--- config.mk ---
export PLATFORM = sky130hd
export DESIGN_NAME = rxb_ring_manager
export DESIGN_NICKNAME = d
export VERILOG_FILES = /design/src/rtl/rxb_pkg.sv /design/src/rtl/rxb_bounds.sv /design/src/rtl/rxb_pkt_counter.sv /design/src/rtl/rxb_writer.sv /design/src/rtl/rxb_ring_manager.sv
export SDC_FILE = /design/constraint.sdc
export NUM_CORES = 1
export LEC_CHECK = 0
export ABC_AREA = 1
export BUFFER_PORTS_ARGS = -buffer_cell sky130_fd_sc_hd__buf_2
export CAP_MARGIN = 25
export CORE_MARGIN = 2
export CORE_UTILIZATION = 30
export DETAILED_ROUTE_END_ITERATION = 10
export PLACE_DENSITY = 0.46
export SLEW_MARGIN = 20
export SYNTH_ARGS = -nofsm -noshare
export SYNTH_HDL_FRONTEND = slang
export SYNTH_SLANG_ARGS = --single-unit
--- constraint.sdc ---
create_clock -name clk -period 9.7 [get_ports clk]
set_clock_uncertainty 0.15 [all_clocks]
set_input_delay 0.97 -clock clk [delete_from_list [all_inputs] [get_ports clk]]
set_output_delay 0.97 -clock clk [all_outputs]
set_load 0.1 [all_outputs]
--- src/rtl/rxb_pkg.sv ---
package rxb_pkg;
    localparam int HDR_BYTES = 6;

    typedef enum logic [1:0] {
        CFG_LO    = 2'd0,
        CFG_HI    = 2'd1,
        CFG_RDPTR = 2'd2,
        CFG_NONE  = 2'd3
    } cfg_sel_e;

    typedef enum logic [1:0] {
        WR_IDLE,
        WR_DATA,
        WR_HDR
    } wr_state_e;
endpackage

--- src/rtl/rxb_bounds.sv ---
module rxb_bounds
    import rxb_pkg::*;
#(
    parameter int                 ADDR_W = 13,
    parameter logic [ADDR_W-1:0]  RST_LO = '0,
    parameter logic [ADDR_W-1:0]  RST_HI = 13'h17FF
) (
    input  logic              clk,
    input  logic              rst_n,
    input  logic              cfg_we,
    input  logic [1:0]        cfg_sel,
    input  logic [ADDR_W-1:0] cfg_data,
    output logic [ADDR_W-1:0] lo,
    output logic [ADDR_W-1:0] hi,
    output logic [ADDR_W-1:0] rd_ptr
);
    typedef struct packed {
        logic [ADDR_W-1:0] lo;
        logic [ADDR_W-1:0] hi;
        logic [ADDR_W-1:0] rd;
    } bnd_t;

    bnd_t bnd_d, bnd_q;

    always_comb begin
        bnd_d = bnd_q;
        if (cfg_we) begin
            case (cfg_sel_e'(cfg_sel))
                CFG_LO:    bnd_d.lo = cfg_data;
                CFG_HI:    bnd_d.hi = cfg_data;
                CFG_RDPTR: bnd_d.rd = (cfg_data < bnd_q.lo || cfg_data > bnd_q.hi)
                                      ? bnd_q.hi : cfg_data;
                default:   ;
            endcase
        end
    end

    always_ff @(posedge clk) begin
        if (!rst_n) begin
            bnd_q.lo <= RST_LO;
            bnd_q.hi <= RST_HI;
            bnd_q.rd <= RST_HI;
        end else begin
            bnd_q <= bnd_d;
        end
    end

    assign lo     = bnd_q.lo;
    assign hi     = bnd_q.hi;
    assign rd_ptr = bnd_q.rd;

    AST_RDPTR_INSIDE: assert property (@(posedge clk) disable iff (!rst_n)
        (cfg_we && cfg_sel == CFG_RDPTR) |=> (rd_ptr >= lo && rd_ptr <= hi));
endmodule

--- src/rtl/rxb_pkt_counter.sv ---
module rxb_pkt_counter #(
    parameter int CNT_W = 8
) (
    input  logic             clk,
    input  logic             rst_n,
    input  logic             inc,
    input  logic             dec,
    output logic [CNT_W-1:0] count
);
    localparam logic [CNT_W-1:0] CNT_MAX = '1;
    localparam logic [CNT_W-1:0] CNT_ONE = CNT_W'(1);

    logic [CNT_W-1:0] cnt_d, cnt_q;

    always_comb begin
        cnt_d = cnt_q;
        case ({inc, dec})
            2'b10:   if (cnt_q != CNT_MAX) cnt_d = cnt_q + CNT_ONE;
            2'b01:   if (cnt_q != '0)      cnt_d = cnt_q - CNT_ONE;
            default: ;
        endcase
    end

    always_ff @(posedge clk) begin
        if (!rst_n) cnt_q <= '0;
        else        cnt_q <= cnt_d;
    end

    assign count = cnt_q;

    AST_CNT_STEP: assert property (@(posedge clk) disable iff (!rst_n)
        (count != $past(count)) |-> (count == $past(count) + CNT_ONE || count == $past(count) - CNT_ONE));
    AST_CNT_FLOOR: assert property (@(posedge clk) disable iff (!rst_n)
        (count == '0 && dec && !inc) |=> (count == '0));
endmodule

--- src/rtl/rxb_writer.sv ---
module rxb_writer
    import rxb_pkg::*;
#(
    parameter int                ADDR_W    = 13,
    parameter int                MAX_FRAME = 1518,
    parameter logic [ADDR_W-1:0] RST_BASE  = '0
) (
    input  logic              clk,
    input  logic              rst_n,
    input  logic              rx_start,
    input  logic              rx_valid,
    input  logic [7:0]        rx_data,
    input  logic              rx_end,
    input  logic              rx_good,
    input  logic [ADDR_W-1:0] lo,
    input  logic [ADDR_W-1:0] hi,
    input  logic [ADDR_W-1:0] rd_ptr,
    input  logic              base_load,
    input  logic [ADDR_W-1:0] base_val,
    output logic              mem_we,
    output logic [ADDR_W-1:0] mem_addr,
    output logic [7:0]        mem_wdata,
    output logic              frame_done,
    output logic              rx_err
);
    localparam int LEN_W = 16;
    localparam int IDX_W = $clog2(HDR_BYTES);
    localparam int HDR_W = 8 * HDR_BYTES;
    localparam logic [ADDR_W-1:0] A_ONE   = ADDR_W'(1);
    localparam logic [ADDR_W:0]   W_ONE   = (ADDR_W+1)'(1);
    localparam logic [ADDR_W:0]   HDR_OFS = (ADDR_W+1)'(HDR_BYTES);
    localparam logic [LEN_W-1:0]  L_ONE   = LEN_W'(1);
    localparam logic [LEN_W-1:0]  L_HDR   = LEN_W'(HDR_BYTES);
    localparam logic [LEN_W-1:0]  L_MAX   = LEN_W'(MAX_FRAME);
    localparam logic [IDX_W-1:0]  IDX_END = IDX_W'(HDR_BYTES - 1);
    localparam logic [IDX_W-1:0]  I_ONE   = IDX_W'(1);

    typedef struct packed {
        wr_state_e          st;
        logic [ADDR_W-1:0]  base;
        logic [ADDR_W-1:0]  cur;
        logic [ADDR_W-1:0]  hptr;
        logic [ADDR_W-1:0]  nxt;
        logic [ADDR_W:0]    free;
        logic [LEN_W-1:0]   cnt;
        logic               drop;
        logic [HDR_W-1:0]   hdr;
        logic [IDX_W-1:0]   hidx;
        logic               mem_we;
        logic [ADDR_W-1:0]  mem_addr;
        logic [7:0]         mem_wdata;
        logic               err;
    } wr_t;

    wr_t wr_d, wr_q;

    function automatic logic [ADDR_W:0] ring_size(input logic [ADDR_W-1:0] l, input logic [ADDR_W-1:0] h);
        return {1'b0, h} - {1'b0, l} + W_ONE;
    endfunction

    function automatic logic [ADDR_W-1:0] ring_inc(input logic [ADDR_W-1:0] a,
                                                   input logic [ADDR_W-1:0] l,
                                                   input logic [ADDR_W-1:0] h);
        return (a == h) ? l : a + A_ONE;
    endfunction

    function automatic logic [ADDR_W-1:0] ring_add(input logic [ADDR_W-1:0] a,
                                                   input logic [ADDR_W:0]   k,
                                                   input logic [ADDR_W-1:0] l,
                                                   input logic [ADDR_W-1:0] h);
        logic [ADDR_W:0] s;
        s = {1'b0, a} + k;
        if (s > {1'b0, h}) s = s - ring_size(l, h);
        return s[ADDR_W-1:0];
    endfunction

    function automatic logic [ADDR_W:0] ring_dist(input logic [ADDR_W-1:0] a,
                                                  input logic [ADDR_W-1:0] b,
                                                  input logic [ADDR_W-1:0] l,
                                                  input logic [ADDR_W-1:0] h);
        if (b >= a) return {1'b0, b} - {1'b0, a};
        return {1'b0, b} + ring_size(l, h) - {1'b0, a};
    endfunction

    logic [ADDR_W-1:0] base_c;
    logic [ADDR_W-1:0] link_c;
    logic [LEN_W-1:0]  need_c;
    logic              ok_c;
    logic [15:0]       status_c;

    always_comb begin
        wr_d           = wr_q;
        wr_d.mem_we    = 1'b0;
        wr_d.err       = 1'b0;
        base_c         = base_load ? base_val : wr_q.base;
        link_c         = wr_q.cur[0] ? ring_inc(wr_q.cur, lo, hi) : wr_q.cur;
        need_c         = L_HDR + wr_q.cnt + L_ONE;
        ok_c           = rx_good && (wr_q.cnt <= L_MAX);
        status_c       = {8'h00, ok_c, 7'h00};
        case (wr_q.st)
            WR_IDLE: begin
                wr_d.base = base_c;
                if (rx_start) begin
                    wr_d.cur  = ring_add(base_c, HDR_OFS, lo, hi);
                    wr_d.free = ring_dist(base_c, rd_ptr, lo, hi);
                    wr_d.cnt  = '0;
                    wr_d.drop = 1'b0;
                    wr_d.st   = WR_DATA;
                end
            end
            WR_DATA: begin
                if (rx_end) begin
                    if (wr_q.drop) begin
                        wr_d.st = WR_IDLE;
                    end else begin
                        wr_d.nxt  = link_c;
                        wr_d.hdr  = {status_c, wr_q.cnt, LEN_W'(link_c)};
                        wr_d.hidx = '0;
                        wr_d.hptr = wr_q.base;
                        wr_d.st   = WR_HDR;
                    end
                end else if (rx_valid && !wr_q.drop) begin
                    if (need_c < LEN_W'(wr_q.free)) begin
                        wr_d.mem_we    = 1'b1;
                        wr_d.mem_addr  = wr_q.cur;
                        wr_d.mem_wdata = rx_data;
                        wr_d.cur       = ring_inc(wr_q.cur, lo, hi);
                        wr_d.cnt       = wr_q.cnt + L_ONE;
                    end else begin
                        wr_d.drop = 1'b1;
                        wr_d.err  = 1'b1;
                    end
                end
            end
            WR_HDR: begin
                wr_d.mem_we    = 1'b1;
                wr_d.mem_addr  = wr_q.hptr;
                wr_d.mem_wdata = wr_q.hdr[8*wr_q.hidx +: 8];
                wr_d.hptr      = ring_inc(wr_q.hptr, lo, hi);
                wr_d.hidx      = wr_q.hidx + I_ONE;
                if (wr_q.hidx == IDX_END) begin
                    wr_d.base = wr_q.nxt;
                    wr_d.st   = WR_IDLE;
                end
            end
            default: wr_d.st = WR_IDLE;
        endcase
    end

    always_ff @(posedge clk) begin
        if (!rst_n) begin
            wr_q      <= '0;
            wr_q.st   <= WR_IDLE;
            wr_q.base <= RST_BASE;
        end else begin
            wr_q <= wr_d;
        end
    end

    assign mem_we     = wr_q.mem_we;
    assign mem_addr   = wr_q.mem_addr;
    assign mem_wdata  = wr_q.mem_wdata;
    assign rx_err     = wr_q.err;
    assign frame_done = (wr_q.st == WR_HDR) && (wr_q.hidx == IDX_END);

    AST_NO_OVERRUN: assert property (@(posedge clk) disable iff (!rst_n)
        mem_we |-> (mem_addr != rd_ptr));
    AST_ADDR_IN_RANGE: assert property (@(posedge clk) disable iff (!rst_n)
        mem_we |-> (mem_addr >= lo && mem_addr <= hi));
    AST_BASE_EVEN: assert property (@(posedge clk) disable iff (!rst_n)
        (!lo[0]) |-> (!wr_q.base[0]));
    AST_ERR_PULSE: assert property (@(posedge clk) disable iff (!rst_n)
        rx_err |=> !rx_err);
endmodule

--- src/rtl/rxb_ring_manager.sv ---
module rxb_ring_manager
    import rxb_pkg::*;
#(
    parameter int                ADDR_W    = 13,
    parameter int                CNT_W     = 8,
    parameter int                MAX_FRAME = 1518,
    parameter logic [ADDR_W-1:0] RST_LO    = '0,
    parameter logic [ADDR_W-1:0] RST_HI    = 13'h17FF
) (
    input  logic              clk,
    input  logic              rst_n,
    input  logic              rx_start,
    input  logic              rx_valid,
    input  logic [7:0]        rx_data,
    input  logic              rx_end,
    input  logic              rx_good,
    input  logic              cfg_we,
    input  logic [1:0]        cfg_sel,
    input  logic [ADDR_W-1:0] cfg_data,
    input  logic              pkt_dec,
    output logic              mem_we,
    output logic [ADDR_W-1:0] mem_addr,
    output logic [7:0]        mem_wdata,
    output logic [CNT_W-1:0]  pkt_count,
    output logic              rx_err
);
    logic [ADDR_W-1:0] lo_w, hi_w, rd_w;
    logic              base_load_w;
    logic              frame_done_w;

    assign base_load_w = cfg_we && (cfg_sel == CFG_LO);

    rxb_bounds #(
        .ADDR_W (ADDR_W),
        .RST_LO (RST_LO),
        .RST_HI (RST_HI)
    ) u_bounds (
        .clk      (clk),
        .rst_n    (rst_n),
        .cfg_we   (cfg_we),
        .cfg_sel  (cfg_sel),
        .cfg_data (cfg_data),
        .lo       (lo_w),
        .hi       (hi_w),
        .rd_ptr   (rd_w)
    );

    rxb_writer #(
        .ADDR_W    (ADDR_W),
        .MAX_FRAME (MAX_FRAME),
        .RST_BASE  (RST_LO)
    ) u_writer (
        .clk        (clk),
        .rst_n      (rst_n),
        .rx_start   (rx_start),
        .rx_valid   (rx_valid),
        .rx_data    (rx_data),
        .rx_end     (rx_end),
        .rx_good    (rx_good),
        .lo         (lo_w),
        .hi         (hi_w),
        .rd_ptr     (rd_w),
        .base_load  (base_load_w),
        .base_val   (cfg_data),
        .mem_we     (mem_we),
        .mem_addr   (mem_addr),
        .mem_wdata  (mem_wdata),
        .frame_done (frame_done_w),
        .rx_err     (rx_err)
    );

    rxb_pkt_counter #(
        .CNT_W (CNT_W)
    ) u_counter (
        .clk   (clk),
        .rst_n (rst_n),
        .inc   (frame_done_w),
        .dec   (pkt_dec),
        .count (pkt_count)
    );
endmodule

==> results_dict.tcl, run 1 <==
set metrics [dict create \
    synth.top_cells.by_count "423 x nand2_1, 249 x inv_1, 248 x a21oi_1, 175 x dfxtp_1, 154 x o21ai_0" \
    synth_edf_count 0 \
    worstSkewPairLatency_ns 0.47 \
    slowest_delay_ns 0.29 \
    ctsHoldBuffers 0 \
    gp_congestion 0.927 \
    yosys_warnings 0 \
    h-tree-depth 4 \
    antenna_found_initial 1 \
    arrival_ns 5.31 \
    ys_ff_latch 175 \
    drtIter0Drc 946 \
    vias_per_cell 5.18 \
    maxSlewHeadroom_pct 32.3 \
    fillers 5156 \
    fin_util_pct 33.0 \
    drive_gt1_share_pct 9.25 \
    tns_ns 0 \
    synthToLayoutAreaGrowth_pct 8.29 \
    fin_crit_sh_pct 52.5 \
    outcome "finished, violations left" \
    failed_checks "DRC" \
    wl_mm 54.5 \
    fin_area_um2 15400 \
    cts-root-buf "clkbuf_16" \
    gr-total-overflow 0 \
    vias 13840 \
    portBuffers 61 \
    dieArea_um2 49200 \
    crit_required_ns 9.92 \
    grt_use_total_pct 22.0 \
    die_h_um 222 \
    leakage_nw 6.72 \
    place_area_um2 14800 \
    final-setup-viol-count 0 \
    slowest_stage "inv_2" \
    post_cts_buffers 0 \
    pre_cts_slack_ns 4.24 \
    crit_top_cell "nand2_1" \
    critPathKind "input pin to register" \
    wl_per_cell_um 20.4 \
    p_total_mw 4.05 \
    post-synth-top-area-fraction_pct 24.6 \
    numCtsBuffers 17 \
    maxSlewViolCount 0 \
    crit_buf_inv 5 \
    post_synth.cell_area_avg_um2 6.91 \
    grt_pass1_wl_mm 82.0 \
    start_kind "input pin" \
    rsz0062_at_grt "no" \
    dpl.cell_count 2640 \
    final_nets 2233 \
    route.antenna.remaining_nets 0 \
    coreArea_um2 46700 \
    ys_types 57 \
    multiInputGateArea_um2 9120 \
    final-seq-area_um2 3500 \
    dp_hpwl_mm 42.3 \
    syn_nets 2239 \
    min_period_ns 5.09 \
    final_cells 2673 \
    critPathTopFamily "simple AND/OR/NAND/NOR gates" \
    synth_most_common_cell "nand2_1" \
    whs_ns 0.316 \
    worstPathMaxFanout 24 \
    p_per_area_nw_per_um2 263 \
    io_pins 62 \
    grt_max_degree 71 \
    drc 16 \
    ctsResizeCount 0 \
    synth-async-reset-ratio_pct 0 \
    max-cap-violations 0 \
    vdd_drop_max_v 0.000135 \
    clock_path_buffers 2 \
    fin_ws_ns 4.61 \
    synth_flop_cell "dfxtp_1" \
    grt_pass1_vias 13198 \
    path_clk_slew_ns 0.07 \
    rows 79 \
    cts_tree "built" \
    tightest_slew_ns 1.01 \
    max_freq_mhz 196 \
    critPathCaptureType "register" \
    synth_area_leaders "dfxtp_1 25%, ha_1 12%, nand2_1 11%" \
    clock_sinks 175 \
    yosysTopAreaCell "dfxtp_1" \
    syn_inst 2058 \
    chipWidth_um 222 \
    hp-class "register to register" \
    seq_area_frac_synth_pct 24.6 \
    syn_area_um2 14200 \
    drtPass1Iterations 9 \
    initial_core_util_pct 30.5 \
    hold_viol 0 \
]
## state kept, by name, summed over array words and instances (netlist names)
register            count
u_writer.mem_addr      13
u_bounds.rd_ptr        13
u_writer.mem_we         1
u_bounds.lo            13
u_writer.rx_err         1
u_counter.count         8
u_writer.wr_q         105
u_bounds.hi            13
u_writer.mem_wdata      8
## power by group
part / internal [mW] / leakage (nW) / total (mW) / switching (mW)
combinational: 0.734 / 4.99 / 2.31 / 1.57
sequential: 0.846 / 1.43 / 1.00 / 0.155
clock: 0.406 / 0.299 / 0.741 / 0.335
## final timing paths
| path | startpoint | depth (start not counted) | end | slack [ns] |
|---|---|---|---|---|
| hold / removal | u_writer.wr_q[92]$_SDFFE_PN0P_ | 2 | u_writer.wr_q[92]$_SDFFE_PN0P_ | 0.32 |
| setup reg to reg | u_bounds.hi[5]$_SDFFE_PN1P_ | 20 | u_writer.wr_q[102]$_SDFFE_PN0P_ | 4.71 |
| setup / recovery | cfg_sel[0] | 30 | u_writer.wr_q[133]$_SDFFE_PN0P_ | 4.61 |
| hold reg to reg | u_writer.wr_q[92]$_SDFFE_PN0P_ | 2 | u_writer.wr_q[92]$_SDFFE_PN0P_ | 0.32 |
## worst register-to-register path: cells and delay by family (launching register included)
kind            cells  cell delay, ns
flops               1            0.64
simple gates        4            0.38
fa+ha+maj           4            1.57
compound gates      9            1.78
xor+xnor            1            0.21
buf+inv             2            0.15
## layer usage
| layer | part of all wire, % | track usage (%) | wire, um | vias to the layer above |
|---|---|---|---|---|
| met5 | 0 | 0 | 0 | - |
| met4 | 2.6 | 7.24 | 1430 | 0 |
| met3 | 6.2 | 4.04 | 3400 | 72 |
| met2 | 44 | 34.7 | 23900 | 418 |
| met1 | 47 | 30.1 | 25700 | 6501 |
| li1 | - | - | - | 6849 |
## cell type report
type,count,area share [%]
Multi-Input combinational cell,1521,59.3
Sequential cell,175,22.8
Inverter,263,6.48
Tap cell,607,4.93
Clock buffer,20,3.03
Timing Repair Buffer,74,2.62
Clock inverter,12,0.926
Antenna cell,1,0.0163
## layout by cell type (no fill, tap or decap), drive strengths merged
cell type	count
nand2	453
inv	267
a21oi	262
dfxtp	175
o21ai	174
ha	133
nor2	107
nand3	106
xor2	77
buf	74
nor3	38
o211ai	32
o22ai	20
clkbuf	20
nand4	17
fa	17
xnor2	14
a221oi	14
a211oi	12
nor4	8
a31oi	7
or2	5
clkinv	5
a21o	4
o2111ai	4
o21bai	3
nand3b	3
o21a	3
nor3b	2
bufinv	2
diode	1
a31o	1
nor4b	1
o211a	1
o41ai	1
o31ai	1
a2111oi	1
clkinvlp	1
## cell families (layout without fill, tap and decap cells)
logic type,after synthesis,after routing,share of synthesized area [%]
buffers and inverters,362,369,11.2
AO/OA/AOI/OAI,540,540,21.4
other,0,1,0
flip-flops,175,175,24.6
AND/OR/NAND/NOR,740,740,23.0
adder cells (fa/ha/maj),150,150,14.1
XOR/XNOR,91,91,5.60
Power figures use the tool's default switching activity.
==> run 2, diff against run 1 <==
--- a/config.mk
+++ b/config.mk
@@ -11,7 +11,7 @@
 export CORE_MARGIN = 2
 export CORE_UTILIZATION = 30
 export DETAILED_ROUTE_END_ITERATION = 10
-export PLACE_DENSITY = 0.46
+export PLACE_DENSITY = 0.47
 export SLEW_MARGIN = 20
 export SYNTH_ARGS = -nofsm -noshare
 export SYNTH_HDL_FRONTEND = slang
==> constraint.sdc (replaced) <==
create_clock -name clk -period 4.62 [get_ports clk]
set_clock_uncertainty 0.15 [all_clocks]
set_input_delay 0.462 -clock clk [delete_from_list [all_inputs] [get_ports clk]]
set_output_delay 0.462 -clock clk [all_outputs]
set_load 0.1 [all_outputs]
==> run 2 against run 1 <==
Clock-buffer cell count shrank 3; combinational power grew 120%; sequential power grew 110%; sequential cell count is the same; critical path depth shrank 8; core utilization grew 0.98 points; the run still ends with DRC left; critical endpoint is now u_writer.wr_q[102]$_SDFFE_PN0P_; sequential share of layout area shrank 0.65 points; largest power group unchanged.
==> results_dict.tcl, run 2 (same netlist as run 1, synthesis figures left out) <==
set metrics [dict create \
    outcome "finished, violations left" \
    failed_checks "DRC" \
    antenna_found_initial 0 \
    gp_congestion 0.950 \
    hold_viol 0 \
    drtIter0Drc 1377 \
    vias 14155 \
    vias_per_cell 5.21 \
    chipWidth_um 222 \
    antenna_cells 0 \
    initial_core_util_pct 30.5 \
    cts-root-buf "clkbuf_16" \
    final-setup-viol-count 0 \
    worstPathMaxFanout 5 \
    fin_util_pct 34.0 \
    dr.max_layer_used "met4" \
    ctsHoldBuffers 0 \
    coreArea_um2 46700 \
    worstHoldEndpoint "u_writer.rx_err$_SDFF_PP0_" \
    holdCritStartpoint "rx_valid" \
    numCtsBuffers 17 \
    h-tree-depth 4 \
    hp-class "input pin to register" \
    rows 79 \
    p_total_mw 8.63 \
    max_freq_mhz 232 \
    critPathLaunch "u_bounds.lo[2]$_SDFFE_PN0P_" \
    mostFrequentLayoutCells "422 x nand2_1, 249 x inv_1, 244 x a21oi_1, 175 x dfxtp_1, 151 x o21ai_0" \
    cts_tree "built" \
    wl_mm 53.9 \
    path_clk_slew_ns 0.07 \
    grt_max_degree 57 \
    drtPass1Iterations 8 \
    arrival_ns 4.53 \
    synthToLayoutAreaGrowth_pct 11.5 \
    worst_r2r_endpoint "u_writer.wr_q[102]$_SDFFE_PN0P_" \
    holdPathStages 3 \
    clock_path_buffers 2 \
    vdd_drop_max_v 0.000328 \
    r2r_cells 22 \
    clock_sinks 175 \
    min_period_ns 4.31 \
    grt_use_total_pct 21.8 \
    drc 5 \
    critPathKind "register to register" \
    crit_required_ns 4.84 \
    met2_length_mm 24.2 \
    route.antenna.remaining_nets 0 \
    layout_commonest_cell "nand2_1" \
    grt_pass1_vias 13344 \
    die_h_um 222 \
    grt_pass1_wl_mm 82.1 \
    multiInputGateArea_um2 9240 \
    largest_reg_flops 105 \
    wl_per_cell_um 19.8 \
    critPathCaptureType "register" \
    maxSlewViolCount 0 \
    drive_gt1_share_pct 12.1 \
    r2r-start "u_bounds.lo[2]$_SDFFE_PN0P_" \
    portBuffers 61 \
    dieArea_um2 49200 \
    max-cap-violations 0 \
    worstSkewPairLatency_ns 0.48 \
    met3WireLength_mm 3.17 \
    whs_ns 0.118 \
    p_per_area_nw_per_um2 544 \
    fillers 5130 \
    final_nets 2280 \
    dp_hpwl_mm 42.4 \
    leakage_nw 6.96 \
    wl_met1_mm 25.4 \
    regToRegSetupSlack_ns 0.31 \
    gr-total-overflow 0 \
    fin_crit_sh_pct 93.4 \
    io_pins 62 \
    regMostFlops "u_writer.wr_q" \
    start_kind "register" \
    maxSlewHeadroom_pct 38.9 \
    final-seq-area_um2 3500 \
    tightest_slew_ns 0.916 \
]
run 2: cell count changes in the layout (fill, tap and decap cells not counted), sizes merged:
cell / before / now
clkinv: 5 / 8
diode: 1 / 0
clkinvlp: 1 / 3
bufinv: 2 / 1
buf: 74 / 121
inv: 267 / 265
clkbuf: 20 / 17
run 2: critical path, cell delays in order (launching register included):
cell	delay, ns
dfxtp_1	0.42
inv_1	0.16
ha_1	0.23
ha_1	0.37
a21oi_2	0.19
o21ai_1	0.09
a21o_1	0.20
xor2_2	0.26
inv_1	0.09
fa_1	0.48
ha_4	0.32
nand2_1	0.09
nor2_1	0.10
a21oi_1	0.08
or2_2	0.29
nand2_1	0.07
a21oi_1	0.08
o21bai_1	0.17
a21oi_1	0.08
o21ai_0	0.07
o211ai_1	0.10
nand2_1	0.09
inv_1	0.03
run 2: metal layers:
metal	vias up	global-route usage [%]
li1	6948	-
met5	-	0
met4	0	6.17
met3	60	3.25
met2	421	35.2
met1	6726	30.2
run 2: metrics by stage:
stage / cell area, um^2 / setup TNS [ns] / setup WS, ns / cells
final: 15900 / 0 / 0.307 / 2718
after global routing: 15900 / -0.00751 / -0.00751 / 2718
after CTS: 15700 / 0 / 0.0895 / 2715
after detailed placement: 15100 / 0 / 0.114 / 2684
after global placement: 15100 / 0 / 0.198 / 2684
after floorplan: 14200 / 0 / 0.678 / 2058
run 2: timing repair:
| action | in CTS | in global routing |
|---|---|---|
| endpoints found under the setup margin | 0 | 5 |
| gates resized for setup | 0 | 24 |
| buffers inserted | 0 | 2 |
run 2: worst max path at each step:
| stage | endpoint | slack, ns |
|---|---|---|
| 3_5_place_dp | u_writer.wr_q[102]$_SDFFE_PN0P_ | 0.11 |
| 2_1_floorplan | u_writer.wr_q[102]$_SDFFE_PN0P_ | 0.68 |
| 3_3_place_gp | u_writer.wr_q[101]$_SDFFE_PN0P_ | 0.20 |
| 6_report | u_writer.wr_q[102]$_SDFFE_PN0P_ | 0.31 |
| 4_1_cts | u_writer.wr_q[101]$_SDFFE_PN0P_ | 0.09 |
| 5_1_grt | u_writer.wr_q[103]$_SDFFE_PN0P_ | -0.008 |
run 2: power breakdown:
group	switching, mW	internal [mW]	total [mW]	leakage (nW)
sequential	0.301	1.78	2.08	1.43
combinational	3.34	1.73	5.06	5.26
clock	0.734	0.751	1.48	0.270
run 2: layout make-up:
| type | instances | share of cell area (%) |
|---|---|---|
| clock buffers | 17 | 2.68 |
| well taps | 607 | 4.79 |
| repair buffers | 121 | 4.97 |
| clock inverters | 14 | 0.868 |
| multi-input cells | 1521 | 58.3 |
| flip-flops and latches | 175 | 22.1 |
| inverters | 263 | 6.29 |
